`src/rtl/lk_pkg.sv`:
```
package lk_pkg;

  typedef enum logic [1:0] {
    LVL_OPEN    = 2'd0,
    LVL_NOTAB   = 2'd1,
    LVL_NOVFY   = 2'd2,
    LVL_NOEXT   = 2'd3
  } lock_lvl_e;

  localparam logic [15:0] SIG_BASE = 16'h0030;
  localparam logic [7:0]  SIG_B0   = 8'h1E;
  localparam logic [7:0]  SIG_B1   = 8'h80;
  localparam logic [7:0]  SIG_B2   = 8'h01;
  localparam logic [7:0]  BUS_IDLE = 8'hFF;

  // Highest programmed bit sets the level.
  function automatic lock_lvl_e lvl_from_bits(input logic [2:0] b);
    if (b[2])      return LVL_NOEXT;
    else if (b[1]) return LVL_NOVFY;
    else if (b[0]) return LVL_NOTAB;
    else           return LVL_OPEN;
  endfunction

  // Identification byte lookup; off-map addresses read idle.
  function automatic logic [7:0] sig_byte(input logic [15:0] a);
    if (a == SIG_BASE)              return SIG_B0;
    else if (a == SIG_BASE + 16'd1) return SIG_B1;
    else if (a == SIG_BASE + 16'd2) return SIG_B2;
    else                            return BUS_IDLE;
  endfunction

endpackage

```
`src/rtl/lk_level_dec.sv`:
```
module lk_level_dec
  import lk_pkg::*;
(
  input  logic [2:0] lock_bits,
  output lock_lvl_e  lvl,
  output logic       lvl_ge2,
  output logic       lvl_ge3,
  output logic       lvl_ge4
);
  always_comb begin
    lvl     = lvl_from_bits(lock_bits);
    lvl_ge2 = (lvl != LVL_OPEN);
    lvl_ge3 = (lvl == LVL_NOVFY) || (lvl == LVL_NOEXT);
    lvl_ge4 = (lvl == LVL_NOEXT);
  end
endmodule

```
`src/rtl/lk_xa_hold.sv`:
```
module lk_xa_hold (
  input  logic clk,
  input  logic chip_rst,
  input  logic ea_pin,
  input  logic lvl_ge2,
  output logic xa_eff,
  output logic xa_mismatch
);
  logic xa_hold_q;

  always_ff @(posedge clk) begin
    if (chip_rst) xa_hold_q <= ea_pin;
  end

  always_comb begin
    xa_eff      = lvl_ge2 ? xa_hold_q : ea_pin;
    xa_mismatch = lvl_ge2 && !chip_rst && (xa_hold_q != ea_pin);
  end

  // under lock the held value is frozen outside reset
  a_r6_hold_frozen: assert property (@(posedge clk) disable iff (chip_rst)
    lvl_ge2 |=> (!lvl_ge2 || chip_rst || $stable(xa_eff)));

  // no mismatch without lock
  a_r7_open_no_flag: assert property (@(posedge clk) disable iff (chip_rst)
    !lvl_ge2 |-> !xa_mismatch);
endmodule

```
`src/rtl/lk_access_gate.sv`:
```
module lk_access_gate (
  input  logic clk,
  input  logic chip_rst,
  input  logic lvl_ge2,
  input  logic lvl_ge4,
  input  logic fetch_req,
  input  logic exec_ext,
  input  logic tbl_read,
  input  logic tbl_tgt_int,
  input  logic prog_req,
  output logic fetch_grant,
  output logic fetch_deny,
  output logic prog_grant,
  output logic prog_deny
);
  logic tbl_block;
  logic ext_block;
  logic fetch_ok;

  always_comb begin
    tbl_block   = lvl_ge2 && exec_ext && tbl_read && tbl_tgt_int;
    ext_block   = lvl_ge4 && exec_ext;
    fetch_ok    = !(tbl_block || ext_block);
    fetch_grant = fetch_req && fetch_ok;
    fetch_deny  = fetch_req && !fetch_ok;
    prog_grant  = prog_req && !lvl_ge2;
    prog_deny   = prog_req && lvl_ge2;
  end

  // grant and deny never coincide, and each needs a request
  a_r12_fetch_excl: assert property (@(posedge clk) disable iff (chip_rst)
    (fetch_grant || fetch_deny) |-> (fetch_req && (fetch_grant != fetch_deny)));
  a_r12_prog_excl: assert property (@(posedge clk) disable iff (chip_rst)
    (prog_grant || prog_deny) |-> (prog_req && (prog_grant != prog_deny)));
  // programming is refused under lock
  a_r4_prog_locked: assert property (@(posedge clk) disable iff (chip_rst)
    (lvl_ge2 && prog_req) |-> !prog_grant);
  // external execution is refused at the top level
  a_r5_no_ext_exec: assert property (@(posedge clk) disable iff (chip_rst)
    (lvl_ge4 && exec_ext) |-> !fetch_grant);
endmodule

```
`src/rtl/lk_verify_path.sv`:
```
module lk_verify_path
  import lk_pkg::*;
#(
  parameter int ADDR_W = 12,
  parameter int DATA_W = 8
) (
  input  logic              clk,
  input  logic              chip_rst,
  input  logic              lvl_ge2,
  input  logic              ea_pin,
  input  logic              vfy_strobe_n,
  input  logic              vfy_ale,
  input  logic              vfy_a14,
  input  logic              vfy_a15,
  input  logic              vfy_wr_n,
  input  logic              vfy_rd_n,
  input  logic [ADDR_W-1:0] vfy_addr,
  input  logic [DATA_W-1:0] rom_data,
  output logic [ADDR_W-1:0] rom_addr,
  output logic [DATA_W-1:0] vfy_data,
  output logic              vfy_deny,
  output logic              code_mode,
  output logic              sig_mode
);
  localparam logic [DATA_W-1:0] IDLE = {DATA_W{1'b1}};

  logic        entry_ok;
  logic [15:0] addr_ext;

  always_comb begin
    entry_ok  = chip_rst && !vfy_strobe_n && vfy_ale && ea_pin && !vfy_a14 && !vfy_a15;
    code_mode = entry_ok && vfy_wr_n && vfy_rd_n;
    sig_mode  = entry_ok && !vfy_wr_n && !vfy_rd_n;
    addr_ext  = 16'(vfy_addr);
    rom_addr  = vfy_addr;
    vfy_deny  = code_mode && lvl_ge2;
    if (code_mode && !lvl_ge2) vfy_data = rom_data;
    else if (sig_mode)         vfy_data = DATA_W'(sig_byte(addr_ext));
    else                       vfy_data = IDLE;
  end

  // a refused readout shows only the idle pattern
  a_r10_refused_idle: assert property (@(posedge clk) disable iff (!chip_rst)
    vfy_deny |-> (vfy_data == IDLE));
  // outside verify mode the bus is idle
  a_r8_idle_outside: assert property (@(posedge clk) disable iff (!chip_rst)
    !(code_mode || sig_mode) |-> (vfy_data == IDLE && !vfy_deny));
  // unlocked code readback mirrors the array
  a_r9_code_mirror: assert property (@(posedge clk) disable iff (!chip_rst)
    (code_mode && !lvl_ge2) |-> (vfy_data == rom_data));
endmodule

```
`src/rtl/code_lock_ctrl.sv`:
```
module code_lock_ctrl
  import lk_pkg::*;
#(
  parameter int ADDR_W = 12,
  parameter int DATA_W = 8
) (
  input  logic              clk,
  input  logic              chip_rst,
  input  logic [2:0]        lock_bits,
  input  logic              ea_pin,
  input  logic              fetch_req,
  input  logic              exec_ext,
  input  logic              tbl_read,
  input  logic              tbl_tgt_int,
  output logic              fetch_grant,
  output logic              fetch_deny,
  input  logic              prog_req,
  output logic              prog_grant,
  output logic              prog_deny,
  output logic              xa_latched,
  output logic              xa_mismatch,
  input  logic              vfy_strobe_n,
  input  logic              vfy_ale,
  input  logic              vfy_a14,
  input  logic              vfy_a15,
  input  logic              vfy_wr_n,
  input  logic              vfy_rd_n,
  input  logic [ADDR_W-1:0] vfy_addr,
  output logic [ADDR_W-1:0] rom_addr,
  input  logic [DATA_W-1:0] rom_data,
  output logic [DATA_W-1:0] vfy_data,
  output logic              vfy_deny
);
  lock_lvl_e lvl;
  logic      lvl_ge2, lvl_ge3, lvl_ge4;
  logic      code_mode, sig_mode;

  lk_level_dec u_lvl (
    .lock_bits (lock_bits),
    .lvl       (lvl),
    .lvl_ge2   (lvl_ge2),
    .lvl_ge3   (lvl_ge3),
    .lvl_ge4   (lvl_ge4)
  );

  lk_xa_hold u_xa (
    .clk         (clk),
    .chip_rst    (chip_rst),
    .ea_pin      (ea_pin),
    .lvl_ge2     (lvl_ge2),
    .xa_eff      (xa_latched),
    .xa_mismatch (xa_mismatch)
  );

  lk_access_gate u_gate (
    .clk         (clk),
    .chip_rst    (chip_rst),
    .lvl_ge2     (lvl_ge2),
    .lvl_ge4     (lvl_ge4),
    .fetch_req   (fetch_req),
    .exec_ext    (exec_ext),
    .tbl_read    (tbl_read),
    .tbl_tgt_int (tbl_tgt_int),
    .prog_req    (prog_req),
    .fetch_grant (fetch_grant),
    .fetch_deny  (fetch_deny),
    .prog_grant  (prog_grant),
    .prog_deny   (prog_deny)
  );

  lk_verify_path #(.ADDR_W(ADDR_W), .DATA_W(DATA_W)) u_vfy (
    .clk          (clk),
    .chip_rst     (chip_rst),
    .lvl_ge2      (lvl_ge2),
    .ea_pin       (ea_pin),
    .vfy_strobe_n (vfy_strobe_n),
    .vfy_ale      (vfy_ale),
    .vfy_a14      (vfy_a14),
    .vfy_a15      (vfy_a15),
    .vfy_wr_n     (vfy_wr_n),
    .vfy_rd_n     (vfy_rd_n),
    .vfy_addr     (vfy_addr),
    .rom_data     (rom_data),
    .rom_addr     (rom_addr),
    .vfy_data     (vfy_data),
    .vfy_deny     (vfy_deny),
    .code_mode    (code_mode),
    .sig_mode     (sig_mode)
  );

  // level flags are nested
  a_r1_nested: assert property (@(posedge clk) disable iff (chip_rst)
    (lvl_ge4 |-> lvl_ge3) and (lvl_ge3 |-> lvl_ge2));
  // signature mode never reports a refusal
  a_r11_sig_no_deny: assert property (@(posedge clk) disable iff (!chip_rst)
    sig_mode |-> !vfy_deny);
  // the two readout modes exclude each other
  a_r8_modes_excl: assert property (@(posedge clk) disable iff (!chip_rst)
    !(code_mode && sig_mode));
endmodule

```
`config.mk`:
```
export PLATFORM = sky130hd
export DESIGN_NAME = code_lock_ctrl
export DESIGN_NICKNAME = d
export VERILOG_FILES = /design/src/rtl/lk_pkg.sv /design/src/rtl/lk_level_dec.sv /design/src/rtl/lk_xa_hold.sv /design/src/rtl/lk_access_gate.sv /design/src/rtl/lk_verify_path.sv /design/src/rtl/code_lock_ctrl.sv
export SDC_FILE = /design/constraint.sdc
export NUM_CORES = 1
export LEC_CHECK = 0
export BUFFER_PORTS_ARGS = -buffer_cell sky130_fd_sc_hd__buf_2
export CAP_MARGIN = 5
export CORE_MARGIN = 1
export CORE_UTILIZATION = 24
export DETAILED_ROUTE_END_ITERATION = 6
export MAX_ROUTING_LAYER = met4
export PLACE_DENSITY_LB_ADDON = 0.1
export SYNTH_ARGS = -nofsm -noshare
export SYNTH_HDL_FRONTEND = slang
export SYNTH_SLANG_ARGS = --single-unit
```
`constraint.sdc`:
```
create_clock -name clk -period 2.2 [get_ports clk]
set_clock_uncertainty 0.1 [all_clocks]
set_input_delay 0.22 -clock clk [delete_from_list [all_inputs] [get_ports clk]]
set_output_delay 0.22 -clock clk [all_outputs]
set_load 0.1 [all_outputs]
```
Word level (Yosys, flattened, before mapping)

Index checks and enable logic that the tools add are counted.

Register bits: 1
Bits of input ports: 37
Output and inout port bits: 27
Logic and storage cells: 46

Equality and inequality tests: 5
Multiplexer cells: 9
Reductions and logical operators: 31

Operators with widths:

| operator                                              | count |
|---|---|
| 2-to-1 mux 8 bit                                      | 5 |
| equality test 12 x 6 -> 1 bit (second input constant) | 3 |
| logical AND 1 bit                                     | 21 |
| zero test 1 bit                                       | 8 |
| 2-to-1 mux 2 bit                                      | 2 |
| equality test 2 bit (second input constant)           | 1 |
| 2-to-1 mux 1 bit                                      | 2 |
| nonzero test 2 bit                                    | 1 |
| logical OR 1 bit                                      | 1 |
| inequality test 1 bit                                 | 1 |

Depth between registers and ports, before layout

Gate-level depths: netlist (run 1).

Depth after elaboration: 10
Gate-level depth with buffers: 3
Depth with buffers taken out: 3

Cells and area by module

From an unflattened synthesis (run 1), not the netlist that was laid out.

Cells, all modules: 55
Area, all modules: 437.9 um^2

Modules (own cells, without submodules):

| module         | instances | cells an instance | area an instance (um^2) | sequential area each (um^2) |
|---|---|---|---|---|
| lk_verify_path | 1         | 40                | 304.0                   | 0.0 |
| lk_xa_hold     | 1         | 4                 | 62.6                    | 30.0 |
| lk_level_dec   | 1         | 6                 | 36.3                    | 0.0 |
| lk_access_gate | 1         | 5                 | 35.0                    | 0.0 |

Worst setup path after synthesis (run 1)

No wires, ideal clock.

Path kind: register to output
From: register u_xa.xa_hold_q
To: output port xa_mismatch
Arrival: 2539 ps
Data required time: 1880 ps
Path slack: -659 ps
Stages on the path, launching flop included: 3
Path buffers: 0
Cells stage by stage: edfxtp_1 -> xnor2_1 -> nor3_1

Word-level cells in the longest chain between the ends: 2

Ends and longest elaborated chain:

| what                   | line                 | source |
|---|---|---|
| from (decl)            | lk_xa_hold.sv:9      | `logic xa_hold_q;` |
| from (signal assigned) | lk_xa_hold.sv:12     | `if (chip_rst) xa_hold_q <= ea_pin;` |
| inequality test 1 bit  | lk_xa_hold.sv:17     | `xa_mismatch = lvl_ge2 && !chip_rst && (xa_hold_q != ea_pin);` |
| logical AND 1 bit      | lk_xa_hold.sv:17     |  |
| to (decl)              | code_lock_ctrl.sv:21 | `output logic xa_mismatch,` |

Every way passes these cells.

Worst setup path in the final report (run 1)

From: input port vfy_addr[7]
To: output port vfy_data[6]

Word-level cells in the longest chain between the ends: 6
Elaborated cells on any way between the ends: 8
Those cells by class: eq/ne (3); mux (5)

Ends and longest elaborated chain:

| what                          | line                 | source |
|---|---|---|
| from (decl)                   | code_lock_ctrl.sv:28 | `input logic [ADDR_W-1:0] vfy_addr,` |
| equality test 12 x 6 -> 1 bit | lk_pkg.sv:28         | `else if (a == SIG_BASE + 16'd2) return SIG_B2;` |
| 2-to-1 mux 8 bit              | lk_pkg.sv:28         |  |
| 2-to-1 mux 8 bit              | lk_pkg.sv:27         | `else if (a == SIG_BASE + 16'd1) return SIG_B1;` |
| 2-to-1 mux 8 bit *            | lk_pkg.sv:26         | `if (a == SIG_BASE) return SIG_B0;` |
| 2-to-1 mux 8 bit *            | lk_verify_path.sv:38 | `else if (sig_mode) vfy_data = DATA_W'(sig_byte(addr_ext));` |
| 2-to-1 mux 8 bit *            | lk_verify_path.sv:37 | `if (code_mode && !lvl_ge2) vfy_data = rom_data;` |
| to (decl)                     | code_lock_ctrl.sv:31 | `output logic [DATA_W-1:0] vfy_data,` |

Every way passes the cells marked *; elsewhere a longest branch is shown, timed or not.

==> impl_metrics.csv, run 1 <==
group,metric,value,unit
layout,drive_gt1_share,71.4,%
synthesis,synth_edf_count,1,
drt,routed-wl-met3,141,µm
layout,mostFrequentLayoutCell,"buf_2",
power_and_ir_drop,seq_power_share,9.6,%
clock_network,postCtsSetupBuffers,0,
setup_path,critPathMaxFanout,8,
floorplan,die_w,42.1,µm
min_path,min_path_type,"input pin to flop",
synthesis,ys_types,22,
floorplan,core_area,1510,µm²
synthesis,ys_seq_area_share,7.77,%
flow_run,cap_violations,0,
power_and_ir_drop,p_clk_share,0,%
outcome,status,"complete, no violations",
clock_network,cts_resized,0,
timing,hold_viol_final,0,
setup_path,endpoint_kind,"output port",
layout,num_antenna_cells,0,
layout,fin_cells,114,
synthesis,synth_ff_type,"edfxtp_1",
synthesis,yosys_warnings,0,
timing,max_slew_margin,63.5,%
setup_path,crit_type,"input pin to output port",
drt,antenna_left,0,
layout,nets,137,
setup_path,start_kind,"input pin",
placed_design,dp_hpwl,913,µm
power_and_ir_drop,p_sw_share,68.7,%
timing,worst_pin_slew,543,ps
setup_path,endpoint,"vfy_data[6]",
synthesis,syn_area_per_cell,8.40,µm²
synthesis,syn_area,387,µm²
layout,largest-register,"u_xa.xa_hold_q",
global_route,grt_pass1_vias,466,
drt,wl_met2,425,µm
power_and_ir_drop,ir_drop,189,µV
drt,top_layer_used,"met3",
layout,top_regs,"u_xa.xa_hold_q: 1 flops",
setup_path,cp_data_arrival_time,1720,ps
drt,drc,0,
synthesis,postSynthCellCount,46,
placed_design,dp_cells,114,
global_route,grt.total_usage,11.9,%
timing,grt_setup_unrepaired,"no",
power_and_ir_drop,power.total,0.250,mW
drt,met1Wirelength,468,µm
drt,first_pass_iters,4,
placed_design,gp_congestion,0.682,
floorplan,ios,64,
timing,setup_violations,0,
timing,drv_slew,0,
layout,multi_input_area,274,µm²
clock_network,path_clk_slew,0,ps
global_route,grt-ovfl-total,0,
floorplan,die_y,42.1,µm
global_route,grt_max_degree,9,
min_path,whs_path_depth,1,
drt,drt-initial-drc-count,8,
setup_path,cp.required,1880,ps
power_and_ir_drop,power.leakage,0.335,nW
timing,fmax,490,MHz
drt,via_per_inst,4.61,
synthesis,ys_ff_latch,1,
layout,largest_reg_flops,1,
floorplan,num_rows,14,
power_and_ir_drop,internal-power,0.0781,mW
clock_network,cts.hold.buffers_added,0,
power_and_ir_drop,p_comb_share,90.4,%
floorplan,initial_core_util,25.7,%
power_and_ir_drop,power_density,377,nW/µm²
layout,syn_to_final_growth,71.2,%
drt,routed_wl,1030,µm
synthesis,syn-num-nets,83,
global_route,grt_pass1_wl,1770,µm
layout,fill_cells,150,
floorplan,dieArea,1780,µm²
power_and_ir_drop,p_sw,0.172,mW
timing,post-route-period-util,92.8,%
global_route,antenna_found_initial,0,
synthesis,ys_async_sr_fraction,0,%
placed_design,portBuffers,63,
timing,holdWs,372,ps
layout,layout_common_cells,"buf_2, a2bb2oi_1, nor3_1",
drt,vias,525,
drt,wl_per_cell,9.07,µm
layout,postLayoutCoreUtil,43.9,%
layout,regArea,30.0,µm²
setup_path,crit_start,"vfy_addr[7]",
timing,min_period,2040,ps
-- cells in the mapped netlist, types with 2 or more instances --
| cell type | count | area (µm²) |
|---|---|---|
| nor2b_1 | 2 | 12.5 |
| nor3_1 | 4 | 20.0 |
| and2_1 | 2 | 12.5 |
| buf_4 | 12 | 90.1 |
| a2bb2oi_1 | 8 | 70.1 |
| xnor2_1 | 2 | 17.5 |
-- worst min path at each step --
stage / from / to / slack [ps]
final: ea_pin / u_xa.xa_hold_q / 370
after global routing: ea_pin / u_xa.xa_hold_q / 380
after global placement: ea_pin / u_xa.xa_hold_q / 370
after CTS: ea_pin / u_xa.xa_hold_q / 370
after floorplan: ea_pin / u_xa.xa_hold_q / 220
after detailed placement: ea_pin / u_xa.xa_hold_q / 370
-- area by class of cell --
cell class	instances	share of cell area [%]
multi-input cells	33	41.4
flip-flops and latches	1	4.54
well taps	16	3.02
repair buffers	64	51.0
-- through the flow --
| step | instance area, µm² | setup TNS, ps | worst slack, ps |
|---|---|---|---|
| floorplan | 394 | -2650 | -331 |
| global placement | 662 | 0 | 175 |
| detailed placement | 662 | 0 | 156 |
| CTS | 662 | 0 | 154 |
| global route | 662 | 0 | 37.1 |
| finish | 662 | 0 | 158 |
-- critical path: stages --
cell and delay, ps:
buf_2 100, or4_4 540, nor4_4 420, a2bb2oi_1 120, buf_2 320
-- routing by layer --
layer  global-route usage (%)  up-vias
met5                        -        -
met4                        0        0
met3                     2.16        0
met2                     20.9       38
met1                     15.1      213
li1                         -      274
-- power groups by stage --
| stage | clock network (mW) | logic, mW | registers (mW) |
|---|---|---|---|
| 6_report | 0 | 0.226 | 0.0240 |
| 3_5_place_dp | 0 | 0.226 | 0.0240 |
| 3_3_place_gp | 0 | 0.226 | 0.0241 |
| 4_1_cts | 0 | 0.226 | 0.0241 |
| 5_1_grt | 0 | 0.235 | 0.0245 |
| 2_1_floorplan | 0 | 0.181 | 0.0239 |
-- cells by family (layout without fill, tap and decap cells) --
family / count (synthesis) / after routing / share of synthesized area (%)
AND/OR/NAND/NOR: 20 / 20 / 40.1
buffers and inverters: 12 / 64 / 23.3
AO/OA/AOI/OAI: 10 / 10 / 21.4
XOR/XNOR: 2 / 2 / 4.53
multiplexers: 1 / 1 / 2.91
flip-flops: 1 / 1 / 7.77
Note: power is estimated with default switching activity, not from simulation.
==> inputs of run 2 (changes only) <==
--- a/config.mk
+++ b/config.mk
@@ -10,8 +10,10 @@
 export CORE_MARGIN = 1
 export CORE_UTILIZATION = 24
 export DETAILED_ROUTE_END_ITERATION = 6
+export GPL_TIMING_DRIVEN = 0
 export MAX_ROUTING_LAYER = met4
 export PLACE_DENSITY_LB_ADDON = 0.1
+export SETUP_SLACK_MARGIN = 0.3
 export SYNTH_ARGS = -nofsm -noshare
 export SYNTH_HDL_FRONTEND = slang
 export SYNTH_SLANG_ARGS = --single-unit
==> constraint.sdc (replaced) <==
create_clock -name clk -period 2.25 [get_ports clk]
set_clock_uncertainty 0.1 [all_clocks]
set_input_delay 0.225 -clock clk [delete_from_list [all_inputs] [get_ports clk]]
set_output_delay 0.225 -clock clk [all_outputs]
set_load 0.1 [all_outputs]
==> run 2 against run 1 <==
Compared with the run above:
- core utilization grew 10 points
- worst setup slack improved by 160 ps
- sequential power fell by 3%
- critical path depth increased by 1
- power increased by 3.5%
- first-iteration DRC count decreased by 25%
- global-route usage up 0.81 points
- final cell count grew 11%
- flip-flop and latch count stayed put
- design area rose by 23%
- via count increased by 13%
- critical path type unchanged
- critical endpoint is now vfy_data[5]
==> impl_metrics.csv, run 2 (same netlist as run 1, synthesis figures left out) <==
group,metric,value,unit
min_path,min_path_type,"input pin to flop",
drt,wl_per_cell,9.56,µm
layout,num_antenna_cells,0,
placed_design,dp_hpwl,962,µm
drt,antenna_left,0,
setup_path,cp_data_arrival_time,1610,ps
setup_path,critPathMaxFanout,8,
setup_path,endpoint_kind,"output port",
timing,grt_setup_unrepaired,"yes",
layout,mostFrequentLayoutCell,"buf_2",
timing,drv_slew,0,
layout,layout_common_cells,"buf_2, buf_4, buf_6",
min_path,worst_hold_path.endpoint,"u_xa.xa_hold_q",
drt,drt-initial-drc-count,6,
layout,nets,149,
layout,drive_gt1_share,77.3,%
global_route,grt.total_usage,12.7,%
drt,drc,0,
layout,top_regs,"u_xa.xa_hold_q: 1 flops",
power_and_ir_drop,power.leakage,0.427,nW
timing,worst_pin_slew,488,ps
setup_path,start_kind,"input pin",
timing,hold_viol_final,0,
global_route,grt_pass1_vias,486,
timing,fmax,518,MHz
drt,first_pass_iters,4,
outcome,status,"complete, no violations",
global_route,grt_max_degree,9,
timing,min_period,1930,ps
placed_design,gp_congestion,0.688,
power_and_ir_drop,power_density,318,nW/µm²
floorplan,die_y,42.1,µm
floorplan,core_area,1510,µm²
setup_path,cp.required,1920,ps
flow_run,cap_violations,0,
setup_path,crit_type,"input pin to output port",
floorplan,ios,64,
min_path,whs_path_depth,1,
layout,syn_to_final_growth,110,%
power_and_ir_drop,power.total,0.258,mW
global_route,grt-ovfl-total,0,
timing,max_slew_margin,67.7,%
timing,post-route-period-util,85.8,%
layout,finalInstanceArea,812,µm²
layout,postLayoutCoreUtil,53.9,%
floorplan,num_rows,14,
floorplan,die_w,42.1,µm
power_and_ir_drop,ir_drop,191,µV
layout,largest_reg_flops,1,
drt,routed_wl,1200,µm
placed_design,portBuffers,63,
floorplan,initial_core_util,25.7,%
floorplan,dieArea,1780,µm²
placed_design,place_area,739,µm²
layout,largest-register,"u_xa.xa_hold_q",
clock_network,path_clk_slew,0,ps
drt,vias,592,
timing,setup_violations,0,
global_route,grt_pass1_wl,1860,µm
global_route,antenna_found_initial,0,
drt,via_per_inst,4.70,
min_path,hold_start,"ea_pin",
[run 2: changes by cell type in the layout (fill, tap and decap cells not counted), sizes merged]
| cell | delta |
|---|---|
| buf | +12 |
[run 2: layer usage]
layer	wire length [µm]	track usage, %
met5	0	-
met4	0	0
met3	125	1.29
met2	619	24.4
met1	458	15.1
[run 2: timing repair]
action,in CTS,in global routing
pin swaps,1,0
buffers inserted,1,0
hold buffers,0,0
setup endpoints to repair,12,8
gates resized for setup,12,7
[run 2: worst max-delay path by stage]
stage,start,to,slack [ps],depth (start not counted)
after detailed placement,lock_bits[1],vfy_data[1],-100,5
after global placement,lock_bits[1],vfy_data[1],-100,5
after global routing,vfy_rd_n,vfy_data[5],220,5
final,vfy_addr[7],vfy_data[5],320,6
after CTS,vfy_addr[7],vfy_data[1],300,6
after floorplan,ea_pin,vfy_data[0],-290,3
[run 2: power by group]
group	total [mW]	internal (mW)	switching, mW
clock	0	0	0
combinational	0.235	0.0634	0.172
sequential	0.0234	0.0226	0.000811
total	0.258	0.0860	0.173
[run 2: through the flow]
stage | TNS [ps] | setup WS (ps) | instances | hold WS, ps
after floorplan | -2330 | -291 | 46 | 224
after global placement | -757 | -103 | 125 | 371
after detailed placement | -814 | -104 | 125 | 376
after CTS | 0 | 297 | 126 | 376
after global routing | 0 | 224 | 126 | 387
final | 0 | 319 | 126 | 371
[run 2: area by class of cell]
class,count,area (µm²)
Fill cell,151,694
Timing Repair Buffer,64,377
Buffer,12,90.1
Multi-Input combinational cell,33,295
Sequential cell,1,30.0
Tap cell,16,20.0
[run 2: critical path, stage by stage]
cell and delay [ps]:
buf_2 100, or4_4 540, nor4_4 290, buf_6 160, a2bb2oi_1 80, buf_6 200
==> inputs of run 3 (changes only) <==
--- a/config.mk
+++ b/config.mk
@@ -8,8 +8,9 @@
 export BUFFER_PORTS_ARGS = -buffer_cell sky130_fd_sc_hd__buf_2
 export CAP_MARGIN = 5
 export CORE_MARGIN = 1
-export CORE_UTILIZATION = 24
+export CORE_UTILIZATION = 27
 export DETAILED_ROUTE_END_ITERATION = 6
+export GPL_ROUTABILITY_DRIVEN = 1
 export GPL_TIMING_DRIVEN = 0
 export MAX_ROUTING_LAYER = met4
 export PLACE_DENSITY_LB_ADDON = 0.1
==> constraint.sdc (replaced) <==
create_clock -name clk -period 2.25 [get_ports clk]
set_clock_uncertainty 0.1 [all_clocks]
set_input_delay 0.225 -clock clk [delete_from_list [all_inputs] [get_ports clk]]
set_output_delay 0.225 -clock clk [all_outputs]
set_load 0.01 [all_outputs]
==> run 3 against run 2 <==
Compared with the run above:
- global-route usage is 0.42 points lower
- flip-flop and latch count unchanged
- sequential power about the same
- largest power group unchanged
- power is 51% lower
- die area fell by 11%
- core utilization is 1.7 points higher
- final cell count down 0.79%
- design area is 9.7% lower
- maximum frequency increased by 3.5%
- combinational power is 57% lower
- critical endpoint is now vfy_data[2]
==> impl_metrics.csv, run 3 (same netlist as run 1, synthesis figures left out) <==
group,metric,value,unit
setup_path,endpoint_kind,"output port",
min_path,hold_start,"ea_pin",
setup_path,critPathMaxFanout,8,
timing,drv_slew,0,
setup_path,cp.required,1920,ps
min_path,min_path_type,"input pin to flop",
placed_design,gp_congestion,0.627,
drt,routed_wl,1190,µm
drt,antenna_left,0,
layout,syn_to_final_growth,89.6,%
global_route,grt_pass1_wl,1370,µm
power_and_ir_drop,power_density,171,nW/µm²
global_route,grt.total_usage,12.3,%
layout,num_antenna_cells,0,
floorplan,initial_core_util,29.3,%
power_and_ir_drop,power.leakage,0.387,nW
layout,largest-register,"u_xa.xa_hold_q",
min_path,whs_path_depth,1,
layout,layout_common_cells,"buf_2, buf_4, a2bb2oi_1",
power_and_ir_drop,power.total,0.125,mW
drt,via_per_inst,4.72,
drt,first_pass_iters,2,
floorplan,ios,64,
power_and_ir_drop,p_sw,0.0417,mW
outcome,status,"complete, no violations",
floorplan,die_w,39.8,µm
drt,drt-initial-drc-count,3,
min_path,worst_hold_path.endpoint,"u_xa.xa_hold_q",
drt,wl_per_cell,9.53,µm
power_and_ir_drop,p_sw_share,33.3,%
drt,vias,590,
layout,largest_reg_flops,1,
power_and_ir_drop,seq_power_share,18.7,%
layout,mostFrequentLayoutCell,"buf_2",
clock_network,cts.hold.buffers_added,0,
drt,drc,0,
flow_run,cap_violations,0,
layout,top_regs,"u_xa.xa_hold_q: 1 flops",
timing,fmax,536,MHz
power_and_ir_drop,p_comb_share,81.3,%
timing,setup_ws,384,ps
timing,grt_setup_unrepaired,"no",
timing,post-route-period-util,82.9,%
timing,worst_pin_slew,410,ps
global_route,antenna_found_initial,0,
placed_design,portBuffers,63,
layout,nets,149,
power_and_ir_drop,ir_drop,129,µV
timing,hold_viol_final,0,
floorplan,core_area,1320,µm²
global_route,grt_max_degree,9,
global_route,grt_pass1_vias,365,
timing,setup_violations,0,
floorplan,die_y,39.8,µm
timing,max_slew_margin,72.5,%
setup_path,start_kind,"input pin",
setup_path,cp_data_arrival_time,1540,ps
global_route,grt-ovfl-total,0,
layout,drive_gt1_share,73.6,%
floorplan,dieArea,1590,µm²
timing,fin_setup_tns,0,ps
floorplan,num_rows,13,
power_and_ir_drop,p_clk_share,0,%
setup_path,crit_type,"input pin to output port",
placed_design,pre_cts_slack,228,ps
timing,holdWs,371,ps
power_and_ir_drop,internal-power,0.0837,mW
timing,min_period,1870,ps
clock_network,path_clk_slew,0,ps
## run 3: power groups by stage
stage	combinational (mW)	sequential [mW]	clock (mW)
floorplan	0.0470	0.0233	0
detailed placement	0.102	0.0234	0
finish	0.102	0.0234	0
global placement	0.101	0.0233	0
global route	0.113	0.0236	0
CTS	0.103	0.0234	0
## run 3: worst max path at each step
stage / startpoint / to / cells after the start
floorplan: vfy_addr[7] / vfy_data[0] / 3
global placement: lock_bits[1] / vfy_data[4] / 5
detailed placement: lock_bits[1] / vfy_data[4] / 5
CTS: vfy_addr[7] / vfy_data[4] / 5
global route: vfy_addr[7] / vfy_data[5] / 6
finish: vfy_addr[7] / vfy_data[2] / 6
## run 3: cell type report
| cell class | count | area, µm² |
|---|---|---|
| well taps | 15 | 18.8 |
| fillers | 136 | 584 |
| repair buffers | 64 | 323 |
| plain buffers | 12 | 90.1 |
| multi-input cells | 33 | 272 |
| flip-flops and latches | 1 | 30.0 |
## run 3: metrics by stage
step                      cells  utilization [%]  instance area, µm²
after floorplan              46                -                 387
after global placement      124             54.7                 721
after detailed placement    124             54.7                 721
after CTS                   124             55.1                 726
after global routing        125             55.7                 733
final                       125             55.7                 733
## run 3: worst max-delay path, stage by stage
cell and delay [ps]:
buf_2 100, or4_4 540, nor4_4 270, buf_4 190, a2bb2oi_1 60, buf_2 150
## run 3: layer usage
metal	track usage, %	wire, µm	share of wire (%)	vias to the layer above
li1	-	-	-	298
met5	-	0	0	-
met3	0	108	9.1	0
met1	13.8	493	41	257
met4	0	0	0	0
met2	25.0	589	49	35
## run 3: what timing repair did
action	in CTS	in global routing
setup buffers	0	1
resized for setup	1	0
endpoints found under the setup margin	8	8
cloned	0	0
pin swaps	0	1
hold endpoints to repair	0	0
